### config.mk
export PLATFORM = sky130hd
export DESIGN_NAME = svc_sched
export DESIGN_NICKNAME = d
export VERILOG_FILES = /design/src/rtl/svc_sched_pkg.sv /design/src/rtl/svc_pend_store.sv /design/src/rtl/svc_rr_lane.sv /design/src/rtl/svc_level_ctl.sv /design/src/rtl/svc_sched.sv
export SDC_FILE = /design/constraint.sdc
export NUM_CORES = 1
export LEC_CHECK = 0
export ABC_AREA = 1
export BUFFER_PORTS_ARGS = -buffer_cell sky130_fd_sc_hd__buf_4
export CAP_MARGIN = 20
export CORE_MARGIN = 2
export CORE_UTILIZATION = 40
export CTS_CLUSTER_SIZE = 16
export DETAILED_ROUTE_END_ITERATION = 10
export SYNTH_ARGS = -nofsm -noshare
export SYNTH_HDL_FRONTEND = slang
export SYNTH_SLANG_ARGS = --single-unit
### constraint.sdc
create_clock -name clk -period 6.4 [get_ports clk]
set_input_delay 0.32 -clock clk [delete_from_list [all_inputs] [get_ports clk]]
set_output_delay 0.32 -clock clk [all_outputs]
set_load 0.02 [all_outputs]
### src/rtl/svc_sched_pkg.sv
package svc_sched_pkg;

  localparam int NRSN = 4;

  typedef enum logic [1:0] {
    LVL_OFF = 2'b00,
    LVL_LO  = 2'b01,
    LVL_MD  = 2'b10,
    LVL_HI  = 2'b11
  } lvl_e;

  typedef enum logic [1:0] {
    RSN_HOST = 2'd0,
    RSN_LINK = 2'd1,
    RSN_MTCH = 2'd2,
    RSN_CAPT = 2'd3
  } rsn_e;

  // Lowest set bit wins: host before link before match before capture.
  function automatic logic [1:0] rsn_pick(input logic [NRSN-1:0] bits);
    logic [1:0] r;
    r = 2'd0;
    for (int i = NRSN - 1; i >= 0; i--) begin
      if (bits[i]) r = 2'(i);
    end
    return r;
  endfunction

endpackage

### src/rtl/svc_pend_store.sv
module svc_pend_store
  import svc_sched_pkg::*;
#(
  parameter int NCH = 16,
  localparam int W = NCH * NRSN
) (
  input  logic         clk,
  input  logic         rst_n,
  input  logic [W-1:0] set_vec,
  input  logic [W-1:0] clr_vec,
  output logic [W-1:0] pend
);

  for (genvar ch = 0; ch < NCH; ch++) begin : g_ch
    logic [NRSN-1:0] bits_q;
    always_ff @(posedge clk or negedge rst_n) begin
      if (!rst_n) bits_q <= '0;
      else        bits_q <= (bits_q & ~clr_vec[ch*NRSN +: NRSN]) | set_vec[ch*NRSN +: NRSN];
    end
    assign pend[ch*NRSN +: NRSN] = bits_q;
  end

endmodule

### src/rtl/svc_rr_lane.sv
module svc_rr_lane #(
  parameter int NCH = 16,
  localparam int CW = $clog2(NCH)
) (
  input  logic           clk,
  input  logic           rst_n,
  input  logic [NCH-1:0] req,
  input  logic           adv,
  output logic           hit,
  output logic [CW-1:0]  pick
);

  logic [CW-1:0] last_q;

  // Returns {found, index}; the scan starts one above the last grant.
  function automatic logic [CW:0] rr_scan(input logic [NCH-1:0] r, input logic [CW-1:0] last);
    logic          f;
    logic [CW-1:0] idx;
    int            c;
    f   = 1'b0;
    idx = '0;
    for (int k = 1; k <= NCH; k++) begin
      c = (int'(last) + k) % NCH;
      if (!f && r[c]) begin
        f   = 1'b1;
        idx = CW'(c);
      end
    end
    return {f, idx};
  endfunction

  assign {hit, pick} = rr_scan(req, last_q);

  always_ff @(posedge clk or negedge rst_n) begin
    if (!rst_n)   last_q <= CW'(NCH - 1);
    else if (adv) last_q <= pick;
  end

endmodule

### src/rtl/svc_level_ctl.sv
module svc_level_ctl
  import svc_sched_pkg::*;
#(
  parameter int HI_BURST = 4,
  parameter int MD_BURST = 2,
  localparam int HW = $clog2(HI_BURST + 1),
  localparam int MW = $clog2(MD_BURST + 1)
) (
  input  logic clk,
  input  logic rst_n,
  input  logic has_lo,
  input  logic has_md,
  input  logic has_hi,
  input  logic fire,
  output lvl_e sel_lvl,
  output logic any_has,
  output logic hi_full,
  output logic md_full
);

  logic [HW-1:0] hi_cnt;
  logic [MW-1:0] md_cnt;

  // Low forcing outranks middle forcing, which outranks plain level order.
  function automatic lvl_e pick_level(input logic lo, input logic md, input logic hi,
                                      input logic hf, input logic mf);
    if (mf && lo)      return LVL_LO;
    else if (hf && md) return LVL_MD;
    else if (hi)       return LVL_HI;
    else if (md)       return LVL_MD;
    else if (lo)       return LVL_LO;
    else               return LVL_OFF;
  endfunction

  assign hi_full = (hi_cnt == HW'(HI_BURST));
  assign md_full = (md_cnt == MW'(MD_BURST));
  assign any_has = has_lo | has_md | has_hi;
  assign sel_lvl = pick_level(has_lo, has_md, has_hi, hi_full, md_full);

  always_ff @(posedge clk or negedge rst_n) begin
    if (!rst_n) begin
      hi_cnt <= '0;
      md_cnt <= '0;
    end else if (fire) begin
      unique case (sel_lvl)
        LVL_HI: if (!hi_full) hi_cnt <= hi_cnt + 1'b1;
        LVL_MD: begin
          hi_cnt <= '0;
          if (!md_full) md_cnt <= md_cnt + 1'b1;
        end
        LVL_LO:  md_cnt <= '0;
        default: ;
      endcase
    end
  end

endmodule

### src/rtl/svc_sched.sv
module svc_sched
  import svc_sched_pkg::*;
#(
  parameter int NCH = 16,
  parameter int HI_BURST = 4,
  parameter int MD_BURST = 2,
  localparam int CW = $clog2(NCH)
) (
  input  logic             clk,
  input  logic             rst_n,
  input  logic [NCH-1:0]   ev_host,
  input  logic [NCH-1:0]   ev_link,
  input  logic [NCH-1:0]   ev_match,
  input  logic [NCH-1:0]   ev_capt,
  input  logic [2*NCH-1:0] prio_cfg,
  input  logic             eng_ready,
  output logic             gnt_valid,
  output logic [CW-1:0]    gnt_chan,
  output logic [1:0]       gnt_why
);

  localparam int PW = NCH * NRSN;

  logic [PW-1:0]  set_vec, clr_vec, pend_vec;
  logic [NCH-1:0] lvl_req [4];
  logic [3:0]     lane_hit;
  logic [CW-1:0]  lane_pick [4];

  // Named internal events, observed by the checker.
  lvl_e          sel_lvl;
  logic [1:0]    lvl_idx;
  logic [CW-1:0] sel_chan;
  logic [1:0]    sel_why;
  logic          fire, any_has, hi_full, md_full, has_lo;

  // Pack the pulses as channel-major groups of four: host, link, match, capture.
  always_comb begin
    for (int ch = 0; ch < NCH; ch++) begin
      set_vec[ch*NRSN + 0] = ev_host[ch];
      set_vec[ch*NRSN + 1] = ev_link[ch];
      set_vec[ch*NRSN + 2] = ev_match[ch];
      set_vec[ch*NRSN + 3] = ev_capt[ch];
    end
  end

  svc_pend_store #(.NCH(NCH)) u_pend (
    .clk    (clk),
    .rst_n  (rst_n),
    .set_vec(set_vec),
    .clr_vec(clr_vec),
    .pend   (pend_vec)
  );

  // Per-level eligibility: the channel's setting matches the level and work is pending.
  always_comb begin
    for (int l = 0; l < 4; l++) begin
      for (int ch = 0; ch < NCH; ch++) begin
        lvl_req[l][ch] = (l != 0) && (prio_cfg[ch*2 +: 2] == 2'(l)) && (|pend_vec[ch*NRSN +: NRSN]);
      end
    end
  end

  assign lane_hit[0]  = 1'b0;
  assign lane_pick[0] = '0;

  for (genvar l = 1; l < 4; l++) begin : g_lane
    svc_rr_lane #(.NCH(NCH)) u_lane (
      .clk  (clk),
      .rst_n(rst_n),
      .req  (lvl_req[l]),
      .adv  (fire && (lvl_idx == 2'(l))),
      .hit  (lane_hit[l]),
      .pick (lane_pick[l])
    );
  end

  assign has_lo = lane_hit[1];

  svc_level_ctl #(.HI_BURST(HI_BURST), .MD_BURST(MD_BURST)) u_lvl (
    .clk    (clk),
    .rst_n  (rst_n),
    .has_lo (lane_hit[1]),
    .has_md (lane_hit[2]),
    .has_hi (lane_hit[3]),
    .fire   (fire),
    .sel_lvl(sel_lvl),
    .any_has(any_has),
    .hi_full(hi_full),
    .md_full(md_full)
  );

  assign lvl_idx  = sel_lvl;
  assign sel_chan = lane_pick[lvl_idx];
  assign sel_why  = rsn_pick(pend_vec[{sel_chan, 2'b00} +: NRSN]);
  assign fire     = !gnt_valid && eng_ready && any_has;

  always_comb begin
    clr_vec = '0;
    if (fire) clr_vec[{sel_chan, sel_why}] = 1'b1;
  end

  always_ff @(posedge clk or negedge rst_n) begin
    if (!rst_n) begin
      gnt_valid <= 1'b0;
      gnt_chan  <= '0;
      gnt_why   <= '0;
    end else if (fire) begin
      gnt_valid <= 1'b1;
      gnt_chan  <= sel_chan;
      gnt_why   <= sel_why;
    end else if (gnt_valid && !eng_ready) begin
      gnt_valid <= 1'b0;
    end
  end

endmodule

==> impl_metrics.env, run 1 <==
export IMPL_syn_area_per_cell_sq_um=5.638
export IMPL_grt_pass1_wl_um=62770
export IMPL_setup_violations_final=0
export IMPL_syn_inst=1950
export IMPL_synth_area_leader_cell="nand2_1"
export IMPL_clock_skew_ns=0.008590
export IMPL_synth_mux_area_frac=0.001024
export IMPL_core_sq_um=26950
export IMPL_r2r_start="g_lane[2].u_lane.last_q[2]"
export IMPL_h_tree_depth=3
export IMPL_fin_crit_sh=0.9145
export IMPL_ys_flop_type="dfrtp_1"
export IMPL_grt_pass1_vias=11612
export IMPL_drive_gt1_frac=0.1249
export IMPL_r2r_cells=31
export IMPL_worst_pin_slew_ns=0.7401
export IMPL_rows=60
export IMPL_synth_fa_ha_area_frac=0.02731
export IMPL_grt_usage=0.2794
export IMPL_vias_per_cell=5.373
export IMPL_cp_data_required_time_ns=6.65
export IMPL_yosysSeqAreaShare=0.2017
export IMPL_synth_top_area_frac=0.2107
export IMPL_die_area_sq_um=28830
export IMPL_start_util=0.4079
export IMPL_slew_viol_final=0
export IMPL_antenna_left=0
export IMPL_r2r_end="u_pend.g_ch[4].bits_q[1]"
export IMPL_final_cell_mix="nand2_1 (617), nand3_1 (458), inv_1 (259), nor2_1 (230), buf_4 (138)"
export IMPL_path_clk_slew_ns=0.07
export IMPL_maxSlewHeadroom=0.5048
export IMPL_endpoint_kind="flop"
export IMPL_firstDrtPassIters=6
export IMPL_finalCriticalPeriod_ns=5.853
export IMPL_wire_per_inst_um=16.64
export IMPL_antenna_cells_inserted=0
export IMPL_cts_root_buf="clkbuf_16"
export IMPL_synth_seq_cells=88
export IMPL_status="finished clean"
export IMPL_cts_tree="built"
export IMPL_slowest_delay_ns=0.78
export IMPL_yosys_warnings=0
export IMPL_rrSetupSlack_ns=0.55
export IMPL_synth_area_sq_um=10990
export IMPL_num_vias=12889
export IMPL_die_h_um=169.8
export IMPL_portBuffers=105
export IMPL_grt_antenna_before_repair=0
export IMPL_hold_depth=3
export IMPL_hold_end="u_pend.g_ch[5].bits_q[2]"
export IMPL_setup_tns_ns=0
export IMPL_path_class="flop to flop"
export IMPL_synth_top_family_by_area="simple AND/OR/NAND/NOR gates"
export IMPL_drcViolationCount=0
export IMPL_gp_congestion=0.9693
export IMPL_synth_area_top_cells="nand2_1 (21%), nand3_1 (21%), dfrtp_1 (17%)"
export IMPL_nets=2176
export IMPL_synthXorXnorAreaFrac=0.02162
export IMPL_overflow=0
export IMPL_cpMostUsedCell="nand2_1"
export IMPL_layout_commonest_cell="nand2_1"
export IMPL_async_reset_ff_frac=1.000
export IMPL_maxCapViolCount=0
export IMPL_slowest_stage="dfstp_2"
export IMPL_crit_path_max_fanout=22
export IMPL_io_pins=106
export IMPL_hp_class="primary input to flop"
export IMPL_drtIter0Drc=1256
export IMPL_post_cts_buffers=0
export IMPL_synth_compound_area_frac=0.04598
export IMPL_cts_made_buffers=9
export IMPL_rsz0062_at_grt="no"
export IMPL_syn2layout_area_growth_pct=13.77
export IMPL_final_hold_violation_count=0
export IMPL_crit_start="g_lane[2].u_lane.last_q[2]"
export IMPL_synth_edf_count=0
export IMPL_clk_latency_ns=0.36
export IMPL_synth_simple_area_share=0.5814
export IMPL_grt_max_degree=52
export IMPL_cp_data_arrival_time_ns=6.10
export IMPL_max_freq_mhz=170.8
export IMPL_cts_sinks=88
export IMPL_synthDistinctLibCells=53
export IMPL_hold_start="ev_match[5]"
export IMPL_cp_start_kind="flop"
export IMPL_fill_cells=2881
export IMPL_die_w_um=169.8
export IMPL_wirelength_um=39930
export IMPL_clockBufferDepth=2
export IMPL_dp_hpwl_um=31910
export IMPL_synth_nets=2073
synth_stat cells (3+ instances only):
cell type	count
nand4_4	3
nand3_1	459
o21ai_0	37
o21ai_1	6
xor2_4	3
nor2_8	3
nand2_4	3
inv_1	260
nor2_4	9
nor2_1	231
dfstp_2	12
dfrtp_1	76
o21a_1	3
o21bai_1	3
buf_4	13
a31oi_1	6
nand3_2	6
nor2_2	11
o21ai_2	4
ha_1	24
nand2_1	617
buf_2	13
nand4_2	6
inv_4	3
inv_2	10
a21oi_1	16
nand2_2	12
nor3_1	10
clkbuf_1	13
buf_6	7
xor2_1	9
nand4_1	36
worst max-delay path, delay by kind of cell, from the launching register on:
family / cells / cell delay (ns)
and+or+nand+nor: 25 / 3.17
DFF: 1 / 0.78
buffers and inverters: 4 / 1.01
adders and majority gates: 1 / 0.45
AOI/OAI and AO/OA: 1 / 0.29
how the worst max path moves through the flow:
stage / to / slack [ns] / depth (start not counted)
2_1_floorplan: u_pend.g_ch[12].bits_q[2] / 1.40 / 35
4_1_cts: u_pend.g_ch[4].bits_q[1] / 0.34 / 31
5_1_grt: u_pend.g_ch[7].bits_q[3] / 0.04 / 31
6_report: u_pend.g_ch[4].bits_q[1] / 0.55 / 31
3_3_place_gp: u_pend.g_ch[3].bits_q[3] / 0.53 / 32
3_5_place_dp: u_pend.g_ch[4].bits_q[1] / 0.36 / 31
cell families (layout without fill, tap and decap cells):
family          after synthesis  in the layout
fa+ha+maj                    24             24
xor+xnor                     16             16
simple gates               1416           1416
flops                        88             88
compound gates               84             84
mux                           1              1
buf+inv                     321            429
state kept, by name, summed over array words and instances, names as in the netlist:
register	flops
gnt_valid	1
gnt_why	2
u_lvl.hi_cnt	3
g_lane.u_lane.last_q	12
gnt_chan	4
u_lvl.md_cnt	2
u_pend.g_ch.bits_q	64
final cells by class:
cell class,instances,area [sq um],share of cell area
clock inverters,6,83.83,0.006702
inverters,274,1044,0.08343
flip-flops and latches,88,2217,0.1773
multi-input cells,1541,7462,0.5966
repair buffers,139,1046,0.08363
well taps,341,426.7,0.03411
clock buffers,10,229.0,0.01831
routing by layer:
| metal | share of wire | routed length (um) | GRT usage | up-vias |
|---|---|---|---|---|
| li1 | - | - | - | 6463 |
| met1 | 0.44 | 17740 | 0.3812 | 5818 |
| met2 | 0.44 | 17710 | 0.4399 | 525 |
| met3 | 0.075 | 2987 | 0.05271 | 83 |
| met4 | 0.037 | 1489 | 0.1011 | 0 |
| met5 | 0 | 0 | 0 | - |
per-stage QoR:
step                setup WS, ns    util  hold WS (ns)  area (sq um)  std cells
global placement          0.5319  0.4513        0.3282         12160       2382
CTS                       0.3404  0.4633        0.1319         12490       2399
floorplan                  1.396       -       0.02441         10990       1950
global route             0.04300  0.4641        0.1355         12510       2399
detailed placement        0.3625  0.4513        0.3261         12160       2382
finish                    0.5469  0.4641        0.1392         12510       2399
timing repair:
item | CTS | global route
hold endpoints to repair | 25 | 0
hold buffers | 1 | 0
resized for setup | 0 | 6
setup endpoints to repair | 0 | 64
Power of run 1 is left out: the tool's default activity adds up to more than one toggle a clock period on the data nets, which glitch-free logic cannot reach.
==> inputs of run 2 (changes only) <==
- CORE_UTILIZATION: 40 -> 49
- PLACE_DENSITY: default -> 0.68
- TNS_END_PERCENT: default -> 10
==> run 2 against run 1 <==
Compared with the run above:
- fmax decreased by 1.0%
- first-iteration DRC count increased by 0.56%
- critical endpoint is now u_pend.g_ch[12].bits_q[2]
- die area decreased by 18%
- critical path depth increased by 1
- routed wire length increased by 0.11%
==> impl_metrics.env, run 2 (same netlist as run 1, synthesis figures left out) <==
export IMPL_path_clk_slew_ns=0.07
export IMPL_clock_skew_ns=0.008519
export IMPL_wire_per_inst_um=17.04
export IMPL_regMostFlops="u_pend.g_ch.bits_q"
export IMPL_antenna_left=0
export IMPL_grt_usage=0.3386
export IMPL_r2r_cells=32
export IMPL_core_sq_um=21890
export IMPL_r2r_end="u_pend.g_ch[12].bits_q[2]"
export IMPL_path_class="flop to flop"
export IMPL_die_w_um=153.8
export IMPL_clockBufferDepth=2
export IMPL_cp_data_required_time_ns=6.64
export IMPL_hold_depth=3
export IMPL_cp_num_buf_inv=5
export IMPL_wirelength_met1_um=17350
export IMPL_worst_pin_slew_ns=0.6771
export IMPL_final_cell_mix="nand2_1 (617), nand3_1 (459), inv_1 (260), nor2_1 (231), buf_4 (146)"
export IMPL_grt_max_degree=50
export IMPL_grt_antenna_before_repair=0
export IMPL_drive_gt1_frac=0.1268
export IMPL_wl_met3_um=3033
export IMPL_finalCriticalPeriod_ns=5.913
export IMPL_endpoint_kind="flop"
export IMPL_overflow=0
export IMPL_num_vias=13004
export IMPL_cts_root_buf="clkbuf_16"
export IMPL_cts_made_buffers=9
export IMPL_hold_start="ev_host[15]"
export IMPL_io_pins=106
export IMPL_status="finished clean"
export IMPL_grt_pass1_wl_um=64050
export IMPL_maxSlewHeadroom=0.5469
export IMPL_cts_tree="built"
export IMPL_die_area_sq_um=23650
export IMPL_nets=2184
export IMPL_cp_start_kind="flop"
export IMPL_gp_congestion=0.9910
export IMPL_rsz0062_at_grt="no"
export IMPL_die_h_um=153.8
export IMPL_final_hold_violation_count=0
export IMPL_drtIter0Drc=1263
export IMPL_fin_crit_sh=0.9239
export IMPL_grt_pass1_vias=12225
export IMPL_cp_data_arrival_time_ns=6.15
export IMPL_critPathTopFamily="simple AND/OR/NAND/NOR gates"
export IMPL_top_layer="met4"
export IMPL_top_regs="u_pend.g_ch.bits_q x64, g_lane.u_lane.last_q x12, gnt_chan x4"
export IMPL_wirelength_um=39970
export IMPL_r2r_start="g_lane[1].u_lane.last_q[0]"
export IMPL_maxCapViolCount=0
export IMPL_hp_class="primary input to flop"
export IMPL_drcViolationCount=0
export IMPL_syn2layout_area_growth_pct=13.87
export IMPL_setup_violations_final=0
export IMPL_slew_viol_final=0
export IMPL_clk_latency_ns=0.35
export IMPL_cpMostUsedCell="nand2_1"
export IMPL_slowest_delay_ns=0.71
export IMPL_antenna_cells_inserted=0
export IMPL_rrSetupSlack_ns=0.49
export IMPL_largest_reg_flops=64
export IMPL_crit_path_max_fanout=16
export IMPL_setup_tns_ns=0
export IMPL_start_util=0.5022
export IMPL_portBuffers=105
export IMPL_layout_commonest_cell="nand2_1"
export IMPL_post_cts_buffers=0
export IMPL_rows=54
export IMPL_dp_hpwl_um=32140
export IMPL_firstDrtPassIters=7
export IMPL_dr_wl_met2_um=17750
export IMPL_cts_sinks=88
export IMPL_vias_per_cell=5.543
export IMPL_max_freq_mhz=169.1
export IMPL_slowest_stage="dfstp_2"
export IMPL_h_tree_depth=3
export IMPL_hold_end="u_pend.g_ch[15].bits_q[0]"
## run 2: what timing repair did
item | 4_1_cts | 5_1_grt
hold endpoints to repair | 35 | 0
hold buffers | 1 | 0
resized for setup | 0 | 1
setup endpoints to repair | 0 | 16
## run 2: worst reg2reg max path, delay by kind of cell (launching register included)
family / cells / cell delay (ns)
simple gates: 25 / 3.61
compound gates: 1 / 0.34
flops: 1 / 0.71
buf+inv: 5 / 0.82
fa+ha+maj: 1 / 0.31
## run 2: how the worst max path moves through the flow
stage,startpoint,to,depth (start not counted),slack (ns)
final,g_lane[1].u_lane.last_q[0],u_pend.g_ch[12].bits_q[2],32,0.49
after CTS,g_lane[1].u_lane.last_q[0],u_pend.g_ch[7].bits_q[0],31,0.50
after global placement,g_lane[1].u_lane.last_q[0],u_pend.g_ch[5].bits_q[0],29,0.58
after detailed placement,g_lane[1].u_lane.last_q[0],u_pend.g_ch[2].bits_q[0],31,0.52
after floorplan,g_lane[1].u_lane.last_q[1],u_pend.g_ch[12].bits_q[2],35,1.40
after global routing,g_lane[1].u_lane.last_q[0],u_pend.g_ch[1].bits_q[1],31,0.006
## run 2: per-layer routing
metal  vias to the layer above  global-route usage
li1                       6480                   -
met1                      5883              0.4577
met2                       540              0.5388
met3                       101             0.04876
met4                         0              0.1498
met5                         -                   0
## run 2: through the flow
| step | setup WS (ns) | area, sq um | hold slack, ns | util | std cells |
|---|---|---|---|---|---|
| after CTS | 0.4981 | 12510 | 0.1400 | 0.5716 | 2346 |
| after detailed placement | 0.5199 | 12150 | 0.3182 | 0.5549 | 2329 |
| after global routing | 0.006370 | 12520 | 0.1509 | 0.5719 | 2346 |
| after floorplan | 1.396 | 10990 | 0.02441 | - | 1950 |
| final | 0.4868 | 12520 | 0.1409 | 0.5719 | 2346 |
| after global placement | 0.5824 | 12150 | 0.3192 | 0.5549 | 2329 |
## run 2: layout make-up
| class | instances | area (sq um) |
|---|---|---|
| inverters | 274 | 1036 |
| clock buffers | 11 | 252.7 |
| fillers | 2316 | 9371 |
| clock inverters | 5 | 102.6 |
| well taps | 280 | 350.3 |
| flip-flops and latches | 88 | 2217 |
| multi-input cells | 1541 | 7455 |
| repair buffers | 147 | 1106 |
Power of run 2 is left out for the same reason.
==> inputs of run 3 (changes only) <==
- CORE_MARGIN: 2 -> 1
==> run 3 against run 2 <==
Compared with the run above:
- final area down 0.51%
- non-clock buffer count down 2
- largest cell class unchanged
- via count up 0.15%
- sequential cell count unchanged
- clock skew down 0.0019 ns
- utilization down 0.29 points
- sequential share of layout area up 0.091 points
- critical path depth unchanged
- setup slack better by 0.11 ns
- global-route usage up 0.43 points
- highest routed layer unchanged
==> impl_metrics.env, run 3 (same netlist as run 1, synthesis figures left out) <==
export IMPL_status="finished clean"
export IMPL_cp_data_required_time_ns=6.64
export IMPL_rsz0062_at_grt="no"
export IMPL_num_vias=13024
export IMPL_grt_max_degree=76
export IMPL_cts_resized=0
export IMPL_wire_per_inst_um=16.72
export IMPL_maxCapViolCount=0
export IMPL_clock_skew_ns=0.006657
export IMPL_drive_gt1_frac=0.1250
export IMPL_die_h_um=151.8
export IMPL_rows=54
export IMPL_r2r_cells=32
export IMPL_nets=2182
export IMPL_cts_sinks=88
export IMPL_h_tree_depth=3
export IMPL_drcViolationCount=0
export IMPL_die_w_um=151.8
export IMPL_gp_congestion=1.014
export IMPL_hp_class="primary input to flop"
export IMPL_final_hold_violation_count=0
export IMPL_overflow=0
export IMPL_dp_hpwl_um=31600
export IMPL_cp_start_kind="flop"
export IMPL_cts_made_buffers=9
export IMPL_clk_latency_ns=0.34
export IMPL_setup_tns_ns=0
export IMPL_wirelength_um=39200
export IMPL_largest_reg_flops=64
export IMPL_core_sq_um=21890
export IMPL_regMostFlops="u_pend.g_ch.bits_q"
export IMPL_grt_antenna_before_repair=0
export IMPL_slowest_delay_ns=0.74
export IMPL_portBuffers=105
export IMPL_firstDrtPassIters=7
export IMPL_syn2layout_area_growth_pct=13.29
export IMPL_endpoint_kind="flop"
export IMPL_final_cell_mix="nand2_1 (617), nand3_1 (459), inv_1 (260), nor2_1 (231), buf_4 (144)"
export IMPL_die_area_sq_um=23040
export IMPL_cts_tree="built"
export IMPL_layout_commonest_cell="nand2_1"
export IMPL_worst_pin_slew_ns=1.018
export IMPL_fin_crit_sh=0.9072
export IMPL_maxSlewHeadroom=0.3214
export IMPL_hold_depth=3
export IMPL_slew_viol_final=0
export IMPL_cts_root_buf="clkbuf_16"
export IMPL_clockBufferDepth=2
export IMPL_vias_per_cell=5.556
export IMPL_top_regs="u_pend.g_ch.bits_q x64, g_lane.u_lane.last_q x12, gnt_chan x4"
export IMPL_path_clk_slew_ns=0.06
export IMPL_grt_usage=0.3429
export IMPL_grt_pass1_vias=11296
export IMPL_grt_pass1_wl_um=60340
export IMPL_finalCriticalPeriod_ns=5.806
export IMPL_io_pins=106
export IMPL_max_freq_mhz=172.2
export IMPL_slowest_stage="dfstp_2"
export IMPL_setup_violations_final=0
export IMPL_start_util=0.5022
export IMPL_antenna_left=0
export IMPL_cp_data_arrival_time_ns=6.05
export IMPL_path_class="flop to flop"
export IMPL_crit_path_max_fanout=16
export IMPL_drtIter0Drc=1195
export IMPL_antenna_cells_inserted=0
==> run 3: cell count changes in the layout (fill, tap and decap cells not counted) <==
cell | previous run | this run
clkbuf_1 | 0 | 2
o21bai_4 | 1 | 0
clkinv_4 | 0 | 1
buf_4 | 146 | 144
clkbuf_8 | 2 | 0
bufinv_16 | 3 | 2
o21bai_2 | 0 | 1
==> run 3: metal layers <==
layer	share of wire	up-vias	track usage
li1	-	6472	-
met1	0.43	5870	0.4728
met2	0.45	605	0.5466
met3	0.088	77	0.04521
met4	0.032	0	0.1203
met5	0	-	0
==> run 3: worst paths after layout <==
path	from	endpoint	slack, ns
setup / recovery	g_lane[3].u_lane.last_q[0]	u_pend.g_ch[11].bits_q[0]	0.59
hold / removal	ev_link[5]	u_pend.g_ch[5].bits_q[1]	0.15
setup reg to reg	g_lane[3].u_lane.last_q[0]	u_pend.g_ch[11].bits_q[0]	0.59
hold reg to reg	u_pend.g_ch[7].bits_q[3]	u_pend.g_ch[7].bits_q[3]	0.50
max in group asynchronous	rst_n	u_pend.g_ch[6].bits_q[3]	4.77
min in group asynchronous	rst_n	u_lvl.hi_cnt[0]	0.36
==> run 3: area by class of cell <==
class	count	area (sq um)
fill	2253	9435
clock inverter	5	81.33
timing repair buffer	145	1091
inverter	274	1036
clock buffer	11	232.7
tap	280	350.3
sequential	88	2217
multi-input combinational	1541	7447
==> run 3: timing repair <==
item,4_1_cts,5_1_grt
buffers inserted,0,0
hold buffers,1,0
endpoints found under the hold margin,9,0
==> run 3: through the flow <==
stage / util / setup slack [ns] / area [sq um] / hold WS [ns] / instances
after global routing: 0.5690 / 0.04680 / 12460 / 0.1535 / 2344
after global placement: 0.5542 / 0.7345 / 12130 / 0.1852 / 2327
after detailed placement: 0.5542 / 0.6727 / 12130 / 0.1843 / 2327
final: 0.5690 / 0.5939 / 12460 / 0.1510 / 2344
after CTS: 0.5690 / 0.6538 / 12460 / 0.1476 / 2344
after floorplan: - / 1.396 / 10990 / 0.02441 / 1950
==> run 3: critical path: cells and delay by family (launching register included) <==
kind | cells | cell delay (ns)
buffers and inverters | 4 | 0.61
AO/OA/AOI/OAI | 1 | 0.41
adder cells (fa/ha/maj) | 1 | 0.31
AND/OR/NAND/NOR | 26 | 3.61
flip-flops | 1 | 0.74
Power of run 3 is left out for the same reason.
